**src/rtl/pss_pkg.sv**
```systemverilog
package pss_pkg;
    localparam int FS_W  = 4;
    localparam int NPIN  = FS_W + 1;

    typedef struct packed {
        logic            mode;
        logic [FS_W-1:0] code;
    } strap_t;

    // Divisor value for the PCI clock from a frequency code.
    function automatic logic [2:0] div_of(input logic [FS_W-1:0] c);
        if (c[3:2] == 2'b11)                 return 3'd4;
        else if (c != '0 && c[3:2] == 2'b00) return 3'd2;
        else                                  return 3'd3;
    endfunction
endpackage

```
**src/rtl/pss_window_timer.sv**
```systemverilog
// Window timer: counts WIN_CYCLES reference edges after supply detect,
// gives a one-shot capture strobe, a registered done pulse and a sticky
// output enable. Assumes pwr_good_i is already synchronous to clk_i.
module pss_window_timer #(
    parameter int WIN_CYCLES = 28636
) (
    input  logic clk_i,
    input  logic pwr_good_i,
    output logic capture_o,
    output logic done_o,
    output logic oe_o
);
    localparam int CNT_W = $clog2(WIN_CYCLES + 1);

    logic [CNT_W-1:0] cnt_q;
    logic             fired_q;
    logic             done_q;
    logic             oe_q;
    logic             last_w;

    assign last_w    = (cnt_q == CNT_W'(WIN_CYCLES - 1));
    assign capture_o = !fired_q && last_w;

    // Count the window once; freeze after the capture edge.
    always_ff @(posedge clk_i) begin
        if (!pwr_good_i) begin
            cnt_q   <= '0;
            fired_q <= 1'b0;
        end else if (!fired_q) begin
            if (last_w) fired_q <= 1'b1;
            else        cnt_q   <= cnt_q + 1'b1;
        end
    end

    // Done pulse follows capture; enable follows done and sticks.
    always_ff @(posedge clk_i) begin
        if (!pwr_good_i) begin
            done_q <= 1'b0;
            oe_q   <= 1'b0;
        end else begin
            done_q <= capture_o;
            oe_q   <= oe_q | done_q;
        end
    end

    assign done_o = done_q;
    assign oe_o   = oe_q;

    p_no_oe_unfired_r1: assert property (@(posedge clk_i) disable iff (!pwr_good_i)
        !fired_q |-> !oe_q && !done_q);
    p_done_once_r5: assert property (@(posedge clk_i) disable iff (!pwr_good_i)
        done_q |=> !done_q);
    p_oe_after_done_r3: assert property (@(posedge clk_i) disable iff (!pwr_good_i)
        $rose(oe_q) |-> $past(done_q));
    p_oe_hold_r3: assert property (@(posedge clk_i) disable iff (!pwr_good_i)
        oe_q |=> oe_q);
    p_cnt_bound_r2: assert property (@(posedge clk_i) disable iff (!pwr_good_i)
        cnt_q <= CNT_W'(WIN_CYCLES - 1));
endmodule

```
**src/rtl/pss_strap_capture.sv**
```systemverilog
// Strap capture: passes the sensed pad levels through a synchronizer of
// SYNC_STAGES flops and stores them on the capture strobe. Only a cycle
// with pwr_good_i low clears the stored value.
module pss_strap_capture
    import pss_pkg::*;
#(
    parameter int SYNC_STAGES = 2
) (
    input  logic            clk_i,
    input  logic            pwr_good_i,
    input  logic [NPIN-1:0] pin_lvl_i,
    input  logic            capture_i,
    output strap_t          strap_o
);
    logic [NPIN-1:0] sync_q [SYNC_STAGES];
    strap_t          strap_q;

    for (genvar g = 0; g < SYNC_STAGES; g++) begin : g_sync
        // One synchronizer stage.
        always_ff @(posedge clk_i) begin
            if (!pwr_good_i) sync_q[g] <= '0;
            else if (g == 0) sync_q[g] <= pin_lvl_i;
            else             sync_q[g] <= sync_q[(g == 0) ? 0 : g - 1];
        end
    end

    // Store the synchronized levels exactly at the capture strobe.
    always_ff @(posedge clk_i) begin
        if (!pwr_good_i)    strap_q <= '0;
        else if (capture_i) strap_q <= strap_t'(sync_q[SYNC_STAGES-1]);
    end

    assign strap_o = strap_q;

    p_hold_r4: assert property (@(posedge clk_i) disable iff (!pwr_good_i)
        !capture_i |=> $stable(strap_q));
    p_capture_r4: assert property (@(posedge clk_i) disable iff (!pwr_good_i)
        capture_i |=> strap_q == $past(sync_q[SYNC_STAGES-1]));
endmodule

```
**src/rtl/pss_div_decode.sv**
```systemverilog
// Divider decode: applies the software override to the strapped code and
// maps the effective code to a PCI divisor. Purely combinational.
module pss_div_decode
    import pss_pkg::*;
(
    input  logic            clk_i,
    input  logic            pwr_good_i,
    input  logic            sw_sel_i,
    input  logic [FS_W-1:0] sw_code_i,
    input  logic [FS_W-1:0] strap_code_i,
    output logic [FS_W-1:0] eff_code_o,
    output logic [2:0]      div_o
);
    // Pick the code source, then decode the divisor.
    always_comb begin
        eff_code_o = sw_sel_i ? sw_code_i : strap_code_i;
        div_o      = div_of(eff_code_o);
    end

    p_div_legal_r8: assert property (@(posedge clk_i) disable iff (!pwr_good_i)
        div_o inside {3'd2, 3'd3, 3'd4});
    p_div4_r8: assert property (@(posedge clk_i) disable iff (!pwr_good_i)
        (eff_code_o[3:2] == 2'b11) |-> div_o == 3'd4);
    p_sw_r9: assert property (@(posedge clk_i) disable iff (!pwr_good_i)
        !sw_sel_i |-> eff_code_o == strap_code_i);
endmodule

```
**src/rtl/pad_strap_sequencer.sv**
```systemverilog
// Top: power-on strap sequencer. Holds pads undriven for WIN_CYCLES after
// supply detect, stores the strap levels, then enables the pads and
// selects the function of the shared pad. Assumes pwr_good_i is
// synchronous to clk_i and that the pads are stable during the window.
module pad_strap_sequencer
    import pss_pkg::*;
#(
    parameter int WIN_CYCLES  = 28636,
    parameter int SYNC_STAGES = 2
) (
    input  logic        clk_i,
    input  logic        pwr_good_i,
    input  logic [4:0]  pin_lvl_i,
    input  logic        sw_sel_i,
    input  logic [3:0]  sw_code_i,
    output logic        pad_oe_o,
    output logic        done_o,
    output logic [3:0]  strap_code_o,
    output logic        strap_mode_o,
    output logic        share_ref_oe_o,
    output logic        stop_sel_o,
    output logic [3:0]  eff_code_o,
    output logic [2:0]  pci_div_o
);
    logic   capture_w;
    logic   oe_w;
    strap_t strap_w;

    pss_window_timer #(.WIN_CYCLES(WIN_CYCLES)) u_timer (
        .clk_i     (clk_i),
        .pwr_good_i(pwr_good_i),
        .capture_o (capture_w),
        .done_o    (done_o),
        .oe_o      (oe_w)
    );

    pss_strap_capture #(.SYNC_STAGES(SYNC_STAGES)) u_capture (
        .clk_i     (clk_i),
        .pwr_good_i(pwr_good_i),
        .pin_lvl_i (pin_lvl_i),
        .capture_i (capture_w),
        .strap_o   (strap_w)
    );

    pss_div_decode u_decode (
        .clk_i       (clk_i),
        .pwr_good_i  (pwr_good_i),
        .sw_sel_i    (sw_sel_i),
        .sw_code_i   (sw_code_i),
        .strap_code_i(strap_w.code),
        .eff_code_o  (eff_code_o),
        .div_o       (pci_div_o)
    );

    // Shared pad function, valid only once the pads are enabled.
    always_comb begin
        pad_oe_o       = oe_w;
        strap_code_o   = strap_w.code;
        strap_mode_o   = strap_w.mode;
        share_ref_oe_o = oe_w &  strap_w.mode;
        stop_sel_o     = oe_w & ~strap_w.mode;
    end

    p_shared_excl_r7: assert property (@(posedge clk_i) disable iff (!pwr_good_i)
        !(share_ref_oe_o && stop_sel_o));
    p_quiet_window_r1: assert property (@(posedge clk_i) disable iff (!pwr_good_i)
        !pad_oe_o |-> !share_ref_oe_o && !stop_sel_o);
endmodule

```
**config.mk**
```make
export PLATFORM = sky130hd
export DESIGN_NAME = pad_strap_sequencer
export DESIGN_NICKNAME = d
export VERILOG_FILES = /design/src/rtl/pss_pkg.sv /design/src/rtl/pss_window_timer.sv /design/src/rtl/pss_strap_capture.sv /design/src/rtl/pss_div_decode.sv /design/src/rtl/pad_strap_sequencer.sv
export SDC_FILE = /design/constraint.sdc
export NUM_CORES = 1
export LEC_CHECK = 0
export BUFFER_PORTS_ARGS = -buffer_cell sky130_fd_sc_hd__buf_2
export CAP_MARGIN = 10
export CORE_MARGIN = 2
export CORE_UTILIZATION = 45
export DETAILED_ROUTE_END_ITERATION = 8
export PLACE_DENSITY = 0.75
export SLEW_MARGIN = 30
export SYNTH_ARGS = -nofsm -noshare
export SYNTH_HDL_FRONTEND = slang
export SYNTH_SLANG_ARGS = --single-unit
```
**constraint.sdc**
```tcl
create_clock -name clk_i -period 2.3 [get_ports clk_i]
set_input_delay 0.115 -clock clk_i [delete_from_list [all_inputs] [get_ports clk_i]]
set_output_delay 0.115 -clock clk_i [all_outputs]
set_load 0.01 [all_outputs]
```
Word-level counts from Yosys, hierarchy flattened
Memory sizes are Yosys's and may differ from the RTL's. A register that Yosys moved wholly into a read port is not among the register bits.
Index checks and enable logic that the tools add are counted.
- bitwise logic cells: 8
- $add $sub $neg: 1
- equal/unequal tests: 2
- multiplexer cells: 9
- reduce and logical (&&, ||, !) cells: 7
- operator list (cell ; number):
    15-bit by 1-bit adder with 15-bit output (second input constant) ; 1
    15-bit == test (second input constant) ; 1
    5-bit two-way mux ; 2
    1-bit two-way mux ; 5
    4-bit two-way mux ; 1
    4-bit nonzero test ; 1
    3-bit two-way mux ; 1
    1-bit NOT ; 3
    1-bit OR ; 3
    1-bit bitwise AND ; 2
    2-bit == test (second input constant) ; 1
    1-bit logical AND ; 2
    1-bit zero test ; 2
    2-bit zero test ; 1
    2-bit AND reduction ; 1
- flip-flop bits (word level): 18
- memories: 1
- bits in writable memories: 10
- word-level logic and storage cells: 32
- output and inout port bits: 16
- bits of input ports: 12
- memory list (memory ; words ; bits a word ; read ports ; clocked after memory_dff ; write ports ; line ; RTL):
    u_capture.sync_q ; 2 ; 5 ; 2 ; 1 ; 2 ; pss_strap_capture.sv:15 ; logic [NPIN-1:0] sync_q [SYNC_STAGES];

Logic depth before layout (Yosys ltp)
Gate-level depths: netlist of run 1.
- depth in word-level cells: 5
- mapped depth: 5
- mapped depth without buffers: 5

Modules after synthesis
Synthesis of run 1 repeated with hierarchy kept, for this count alone.
- cell total of the unflattened synthesis: 142
- area, all modules: 1391.3 um2
- modules (own cells, without submodules) (module ; sequential area each (um2) ; area each (um2) ; times used ; cells an instance):
    pss_window_timer ; 360.3 ; 830.8 ; 1 ; 94
    pss_strap_capture ; 300.3 ; 462.9 ; 1 ; 37
    pss_div_decode ; 0.0 ; 81.3 ; 1 ; 9
    pad_strap_sequencer ; 0.0 ; 16.3 ; 1 ; 2

Least setup slack after synthesis of run 1
OpenSTA, ideal clock, no wires.
- path type: flip-flop to flip-flop
- start point: register u_timer.cnt_q[7]
- end point: register u_timer.cnt_q[14]
- library setup time: 0.070 ns
- path slack: 0.863 ns
- required time: 2.230 ns
- period minus slack after synthesis: 1.437 ns
- path buffers: 0
- data arrival time: 1.368 ns
- cell stages (with the launch flop): 5
- cells stage by stage: dfxtp_1 > and4_4 > nand4b_4 > or4_1 > a21oi_1
- cells in the longest elaborated chain, start to end: 3
- elaborated cells between the ends (all ways): 4
- those cells by class: add/sub: 1; eq/ne: 1; bitwise: 1; reduce/logical: 1
- RTL lines (element ; line ; RTL):
    from (decl) ; pss_window_timer.sv:15 ; logic [CNT_W-1:0] cnt_q;
    from (signal assigned) ; pss_window_timer.sv:31 ; else cnt_q <= cnt_q + 1'b1;
    parallel branches: the longest is 3 deep, another holds 15-bit by 1-bit adder with 15-bit output ; - ;
Several ways; the timed one is not identified.
A chain may end at the register's enable or synchronous reset.

Worst setup path in the final report of run 1
- start point: register, netlist name u_capture.strap_o[2]
- end point: output pci_div_o[0]
- cells in the longest elaborated chain, start to end: 5
- elaborated cells between the ends (all ways): 7
- those cells by class: eq/ne: 1; mux: 3; reduce/logical: 3
- RTL lines (element ; line ; RTL):
    4-bit two-way mux (*) ; pss_div_decode.sv:16 ; eff_code_o = sw_sel_i ? sw_code_i : strap_code_i;
    4-bit nonzero test or 2-bit zero test (tied branches) ; pss_pkg.sv:13 ; else if (c != '0 && c[3:2] == 2'b00) return 3'd2;
    1-bit logical AND ; pss_pkg.sv:13 ;
    1-bit two-way mux ; pss_pkg.sv:13 ;
    3-bit two-way mux (*) ; pss_pkg.sv:12 ; if (c[3:2] == 2'b11) return 3'd4;
    to (decl) ; pad_strap_sequencer.sv:23 ; output logic [2:0] pci_div_o
Mark *: on every way between the ends. The rest lies on a longest branch, timed or not.

==> flow_summary_export.csv, run 1 <==
group,metric,value,unit
status,status,"finished clean",
power,ir_drop,0.0003974,V
synth,yosys_register_bits,33,
setup_path,r2r_setup_slack,0.70,ns
clock_tree,h-tree-depth,2,
sta,final.setup.tns,0,ns
final_layout,fillers,281,
setup_path,cpPeakStageDelay,0.34,ns
final_layout,multi_input_area,681.9,sq um
clock_tree,cts_resized,0,
setup_path,crit_buf_inv,1,
clock_tree,cts_root_buffer,"clkbuf_4",
routing,avgRoutedWirePerCell,12.11,um
power,total_power,0.9800,mW
synth,synth_edf_count,0,
floorplan,core,3003,sq um
setup_path,worstSetupEndpointType,"output port",
global_routing,grt_pass1_vias,992,
power,power.density,597.4,nW/um^2
synth,muxShareOfSynthArea,8.266,%
setup_path,cp-start-kind,"register",
flow_run,cap_violations,0,
synth,yosysWarningCount,0,
synth,synth_top_area_share,47.44,%
sta,hold_violations,0,
sta,setup_violations,0,
clock_tree,cts_num_sinks,33,
synth,synth_area_leaders,"dfxtp_1, and2_1, nand2_1",
synth,syn_inst,146,
sta,finClkSkew,0.006392,ns
floorplan,die_h,59.63,um
synth,synth.largest_area_cell,"dfxtp_1",
synth,synthSimpleGateAreaFrac,29.56,%
routing,routed_via_density,5.070,
setup_path,slowest_stage,"dfxtp_1",
global_routing,grt-ovfl-total,0,
final_layout,fin_cells,213,
sta,slew_viol_final,0,
floorplan,dieArea,3556,sq um
place,portBuffers,27,
global_routing,track_usage,15.89,%
sta,post-route-min-period,1.693,ns
setup_path,critPathRequiredTime,2.18,ns
synth,synth_adder_area_share,0.8985,%
final_layout,seqCellArea,660.6,sq um
place,post-place-ws,0.7054,ns
global_routing,antenna_found_initial,0,
place,dpl-instance-area,1530,sq um
routing,drc,0,
floorplan,die_w,59.63,um
final_layout,syn2layout_area_growth,17.79,%
setup_path,cp_cell_sequence,"mux2_2 -> or2_2 -> o21a_1 -> buf_2",
clock_tree,cts_hold_buf,5,
setup_path,worstPathMaxFanout,3,
sta,worstMarginPinSlew,0.4591,ns
global_routing,grt_pass1_wl,4153,um
final_layout,insertedDiodeCount,0,
clock_tree,numCtsBuffers,5,
synth,avgSynthCellArea,9.538,sq um
final_layout,final_area,1640,sq um
synth,synth_compound_area_share,4.582,%
final_layout,layout-drive-gt1-share,25.56,%
synth,synth_ff_type,"dfxtp_1",
sta,fin_crit_sh,73.60,%
clock_tree,worstSkewPairLatency,0.34,ns
sta,maxSlewHeadroom,69.36,%
clock_tree,cts_buffer_depth,2,
synth,syn-cell-area,1393,sq um
synth,synth_xor_area_share,5.660,%
sta,finalHoldWorstSlack,0.2146,ns
sta,fmax,590.8,MHz
worst_hold_path,hold_path_class,"in2reg",
sta,rsz0062_at_grt,"false",
routing,wl,2580,um
synth,syn_nets,159,
setup_path,critPathTopFamily,"flip-flops",
routing,vias,1080,
place,dp_hpwl,1854,um
floorplan,initial_utilization,46.38,%
clock_tree,tritoncts,"built",
setup_path,worst_ep_arrival_time,1.58,ns
synth,ys_seq_area_share,47.44,%
power,p_leak,0.6985,nW
place,place_congestion,0.9104,
floorplan,num_io_pins,28,
clock_tree,clk_pin_slew,0.10,ns
synth,post_synth_num_cell_types,36,
routing,firstDrtPassIters,4,
final_layout,nets,192,
floorplan,num_rows,20,
routing,ant_nets,0,
sta,setup_ws,0.6073,ns
final_layout,utilization,54.63,%
routing,drtIter0Drc,38,
global_routing,grt_max_degree,28,
synth,async_flop_share,0,%
place,dp_cells,200,
clock_tree,cts_setup_buffers,0,
synth,synth_top_family_by_area,"simple AND/OR/NAND/NOR gates",
setup_path,criticalPathCategory,"reg2out",
-- power breakdown --
group          total, mW  internal (mW)  switching (mW)
Sequential         0.590          0.584         0.00630
Combinational     0.0620         0.0320          0.0300
Clock              0.328          0.118           0.210
Total              0.980          0.734           0.246
-- area by class of cell --
class,instances,share of cell area [%]
multi-input combinational,104,41.57
clock buffer,5,2.288
clock inverter,3,1.373
tap,33,2.517
sequential,33,40.27
inverter,3,0.6865
timing repair buffer,32,11.29
-- cells in the mapped netlist (2+ instances only) --
| master | n |
|---|---|
| inv_1 | 3 |
| and2_1 | 12 |
| o31ai_1 | 2 |
| nor3_1 | 2 |
| nand4_1 | 3 |
| nand2_1 | 19 |
| dfxtp_1 | 33 |
| buf_6 | 2 |
| or4_1 | 2 |
| and4b_1 | 2 |
| a21oi_1 | 3 |
| nand3_1 | 6 |
| clkbuf_1 | 2 |
| nor2_1 | 14 |
| xor2_1 | 5 |
| mux2_2 | 4 |
| xnor2_1 | 4 |
| o21ai_0 | 2 |
| nand2b_1 | 3 |
| mux2i_1 | 7 |
-- flip-flops by register name, summed over array words and instances (netlist names) --
name	count
u_timer.oe_o	1
u_timer.done_o	1
u_timer.fired_q	1
u_capture.sync_q	10
u_timer.cnt_q	15
u_capture.strap_o	5
-- layer usage --
layer | up-vias | wire (um) | global-route usage (%)
li1 | 561 | - | -
met1 | 490 | 1157 | 18.34
met2 | 22 | 1262 | 26.53
met3 | 7 | 90 | 4.585
met4 | 0 | 69 | 8.254
met5 | - | 0 | 0
-- placed cells by master (no fill, tap or decap), types with 3 or more instances in the layout --
| cell | instances |
|---|---|
| dfxtp_1 | 33 |
| buf_2 | 27 |
| nand2_1 | 19 |
| nor2_1 | 14 |
| and2_1 | 12 |
| mux2i_1 | 7 |
| nand3_1 | 6 |
| xor2_1 | 5 |
| clkbuf_4 | 5 |
| dlygate4sd3_1 | 5 |
| mux2_2 | 4 |
| xnor2_1 | 4 |
| inv_1 | 3 |
| a21oi_1 | 3 |
| nand4_1 | 3 |
| nand2b_1 | 3 |
| clkinvlp_4 | 3 |
-- kinds of logic (layout without fill, tap and decap cells) --
group	count (synthesis)	after routing
AOI/OAI and AO/OA	9	9
and+or+nand+nor	74	74
DFF	33	33
buffers and inverters	9	43
muxes	11	11
adders and majority gates	1	1
xor gates and xnor gates	9	9
-- tightest hold or removal path, stage by stage --
cell and delay [ns]:
buf_2 0.23, nand2b_1 0.11, mux2i_1 0.05
-- path summary, 6_finish.rpt --
| check | end | from | cells after the start |
|---|---|---|---|
| max | pci_div_o[0] | u_capture.strap_o[2] | 4 |
| min | u_timer.cnt_q[8] | pwr_good_i | 3 |
| max reg2reg | u_timer.cnt_q[13] | u_timer.cnt_q[2] | 4 |
| min reg2reg | u_capture.sync_q[1][4] | u_capture.sync_q[0][4] | 1 |
(Power assumes the default switching activity.)
==> inputs of run 2 (changes only) <==
--- a/config.mk
+++ b/config.mk
@@ -10,7 +10,7 @@
 export CORE_MARGIN = 2
 export CORE_UTILIZATION = 45
 export DETAILED_ROUTE_END_ITERATION = 8
-export PLACE_DENSITY = 0.75
+export PLACE_DENSITY = 0.78
 export SLEW_MARGIN = 30
 export SYNTH_ARGS = -nofsm -noshare
 export SYNTH_HDL_FRONTEND = slang
==> constraint.sdc (replaced) <==
create_clock -name clk_i -period 1.5 [get_ports clk_i]
set_input_delay 0.075 -clock clk_i [delete_from_list [all_inputs] [get_ports clk_i]]
set_output_delay 0.075 -clock clk_i [all_outputs]
set_load 0.01 [all_outputs]
==> run 2 against run 1 <==
The run now ends with negative setup slack left. Critical path type unchanged. Critical endpoint unchanged. Combinational power grew 84%. Sequential power grew 54%. First-iteration DRC count shrank 37%. Clock skew grew 0.0030 ns.
==> flow_summary_export.csv, run 2 (same netlist as run 1, synthesis figures left out) <==
group,metric,value,unit
worst_hold_path,hold_path_class,"in2reg",
worst_hold_path,hold_start,"pwr_good_i",
floorplan,core,3003,sq um
floorplan,num_io_pins,28,
setup_path,critPathRequiredTime,1.42,ns
setup_path,startpoint,"u_capture.strap_o[3]",
setup_path,r2r_setup_slack,0.06,ns
final_layout,seqCellArea,674.4,sq um
sta,fin_crit_sh,104.9,%
power,switchingPower,0.3749,mW
setup_path,cp_cell_sequence,"mux2_4 -> or2_4 -> o21a_1 -> buf_2",
power,clkPwrFrac,32.4,%
floorplan,die_h,59.63,um
clock_tree,numCtsBuffers,5,
place,dp_hpwl,1999,um
status,status,"finished, violations left",
power,power.share.combinational,7.5,%
setup_path,worst_ep_arrival_time,1.50,ns
final_layout,regMostFlops,"u_timer.cnt_q",
status,violations,"negative setup slack",
place,place_congestion,0.9258,
routing,drtIter0Drc,24,
global_routing,grt_pass1_wl,4809,um
clock_tree,worstSkewPairLatency,0.34,ns
final_layout,syn2layout_area_growth,31.63,%
clock_tree,h-tree-depth,2,
place,portBuffers,27,
sta,slew_viol_final,0,
sta,setup_violations,1,
routing,ant_nets,0,
final_layout,insertedDiodeCount,0,
final_layout,final_cell_mix,"buf_2, dfxtp_1, buf_4, nand2_1, nor2_1",
floorplan,die_w,59.63,um
final_layout,multi_input_area,715.7,sq um
sta,maxSlewHeadroom,66.39,%
place,dpl-instance-area,1635,sq um
floorplan,dieArea,3556,sq um
flow_run,cap_violations,0,
routing,routed_via_density,5.043,
global_routing,grt_pass1_vias,1104,
power,ir_drop,0.0005140,V
setup_path,worstReg2RegEnd,"u_timer.cnt_q[14]",
clock_tree,cts_root_buffer,"clkbuf_4",
global_routing,antenna_found_initial,0,
floorplan,num_rows,20,
global_routing,grt-ovfl-total,0,
clock_tree,tritoncts,"built",
final_layout,fillers,236,
place,dp_cells,214,
sta,setup_ws,-0.07338,ns
clock_tree,cts_buffer_depth,2,
power,intPower,1.134,mW
routing,firstDrtPassIters,4,
routing,wl,3006,um
sta,post-route-min-period,1.573,ns
setup_path,cpPeakStageDelay,0.33,ns
clock_tree,clk_pin_slew,0.10,ns
sta,finClkSkew,0.009375,ns
setup_path,crit_path_end,"pci_div_o[0]",
sta,worstMarginPinSlew,0.5036,ns
power,power.density,823.3,nW/um^2
setup_path,worstPathMaxFanout,2,
sta,rsz0062_at_grt,"true",
final_layout,nets,212,
power,seq_power_share,60.1,%
sta,fmax,635.6,MHz
power,p_leak,0.8230,nW
setup_path,reg2regPathDepth,4,
clock_tree,cts_num_sinks,33,
setup_path,slowest_stage,"dfxtp_2",
routing,vias,1175,
setup_path,reg2reg_from,"u_timer.cnt_q[7]",
floorplan,initial_utilization,46.38,%
sta,finalHoldWorstSlack,0.2100,ns
setup_path,criticalPathCategory,"reg2out",
setup_path,cp-start-kind,"register",
global_routing,grt_max_degree,27,
final_layout,fin_cells,233,
routing,drc,0,
sta,final.setup.tns,-0.07338,ns
power,total_power,1.509,mW
global_routing,track_usage,18.12,%
sta,hold_violations,0,
power,sw_frac_of_total,24.84,%
final_layout,mostFrequentLayoutCell,"buf_2",
setup_path,worstSetupEndpointType,"output port",
routing,avgRoutedWirePerCell,12.90,um
final_layout,largest_reg_flops,15,
final_layout,final_area,1833,sq um
final_layout,layout-drive-gt1-share,40.50,%
[run 2: changes by cell type in the layout (fill, tap and decap cells not counted), sizes merged]
cell and delta:
clkinv +2, clkinvlp -2, buf +20
[run 2: layout make-up]
| type | instances | area share (%) |
|---|---|---|
| multi-input cells | 104 | 39.04 |
| well taps | 33 | 2.253 |
| inverters | 3 | 0.6143 |
| clock inverters | 3 | 0.9556 |
| clock buffers | 5 | 2.048 |
| flip-flops and latches | 33 | 36.79 |
| repair buffers | 52 | 18.29 |
[run 2: repair_timing]
action / CTS / global route
setup buffers: 4 / 2
hold buffers: 5 / 0
setup endpoints to repair: 3 / 12
hold endpoints to repair: 5 / 0
gates resized for setup: 7 / 12
pin swaps: 2 / 3
[run 2: critical path: cells and delay by family, from the launching register on]
family / cells / cell delay, ns
simple gates: 1 / 0.24
flops: 1 / 0.33
mux: 1 / 0.27
buf+inv: 1 / 0.14
compound gates: 1 / 0.18
[run 2: worst min path at each step]
stage / end / slack (ns) / depth (start not counted)
6_report: u_capture.strap_o[3] / 0.21 / 4
3_5_place_dp: u_capture.sync_q[0][1] / 0.28 / 2
2_1_floorplan: u_capture.sync_q[0][0] / 0.20 / 1
3_3_place_gp: u_capture.sync_q[0][1] / 0.28 / 2
4_1_cts: u_timer.cnt_q[8] / 0.20 / 4
5_1_grt: u_capture.strap_o[3] / 0.23 / 4
[run 2: per-stage QoR]
step	worst slack [ns]	util, %
detailed placement	-0.00007971	54.46
finish	-0.07338	61.04
global placement	0.06924	54.46
floorplan	0.06250	-
global route	-0.1230	61.04
CTS	-0.07066	59.62
[run 2: metal layers]
layer | GRT usage (%) | wire length [um] | vias to the layer above
met5 | 0 | 0 | -
li1 | - | - | 597
met4 | 11.43 | 114 | 0
met2 | 29.98 | 1521 | 22
met1 | 21.49 | 1293 | 546
met3 | 3.275 | 77 | 10
[run 2: power groups by stage]
stage          Combinational, mW  Sequential (mW)  Clock [mW]
2_1_floorplan             0.0578            0.922           0
3_3_place_gp              0.0892            0.923           0
3_5_place_dp              0.0936            0.924           0
4_1_cts                    0.112            0.905       0.497
5_1_grt                    0.127            0.910       0.527
6_report                   0.114            0.907       0.488
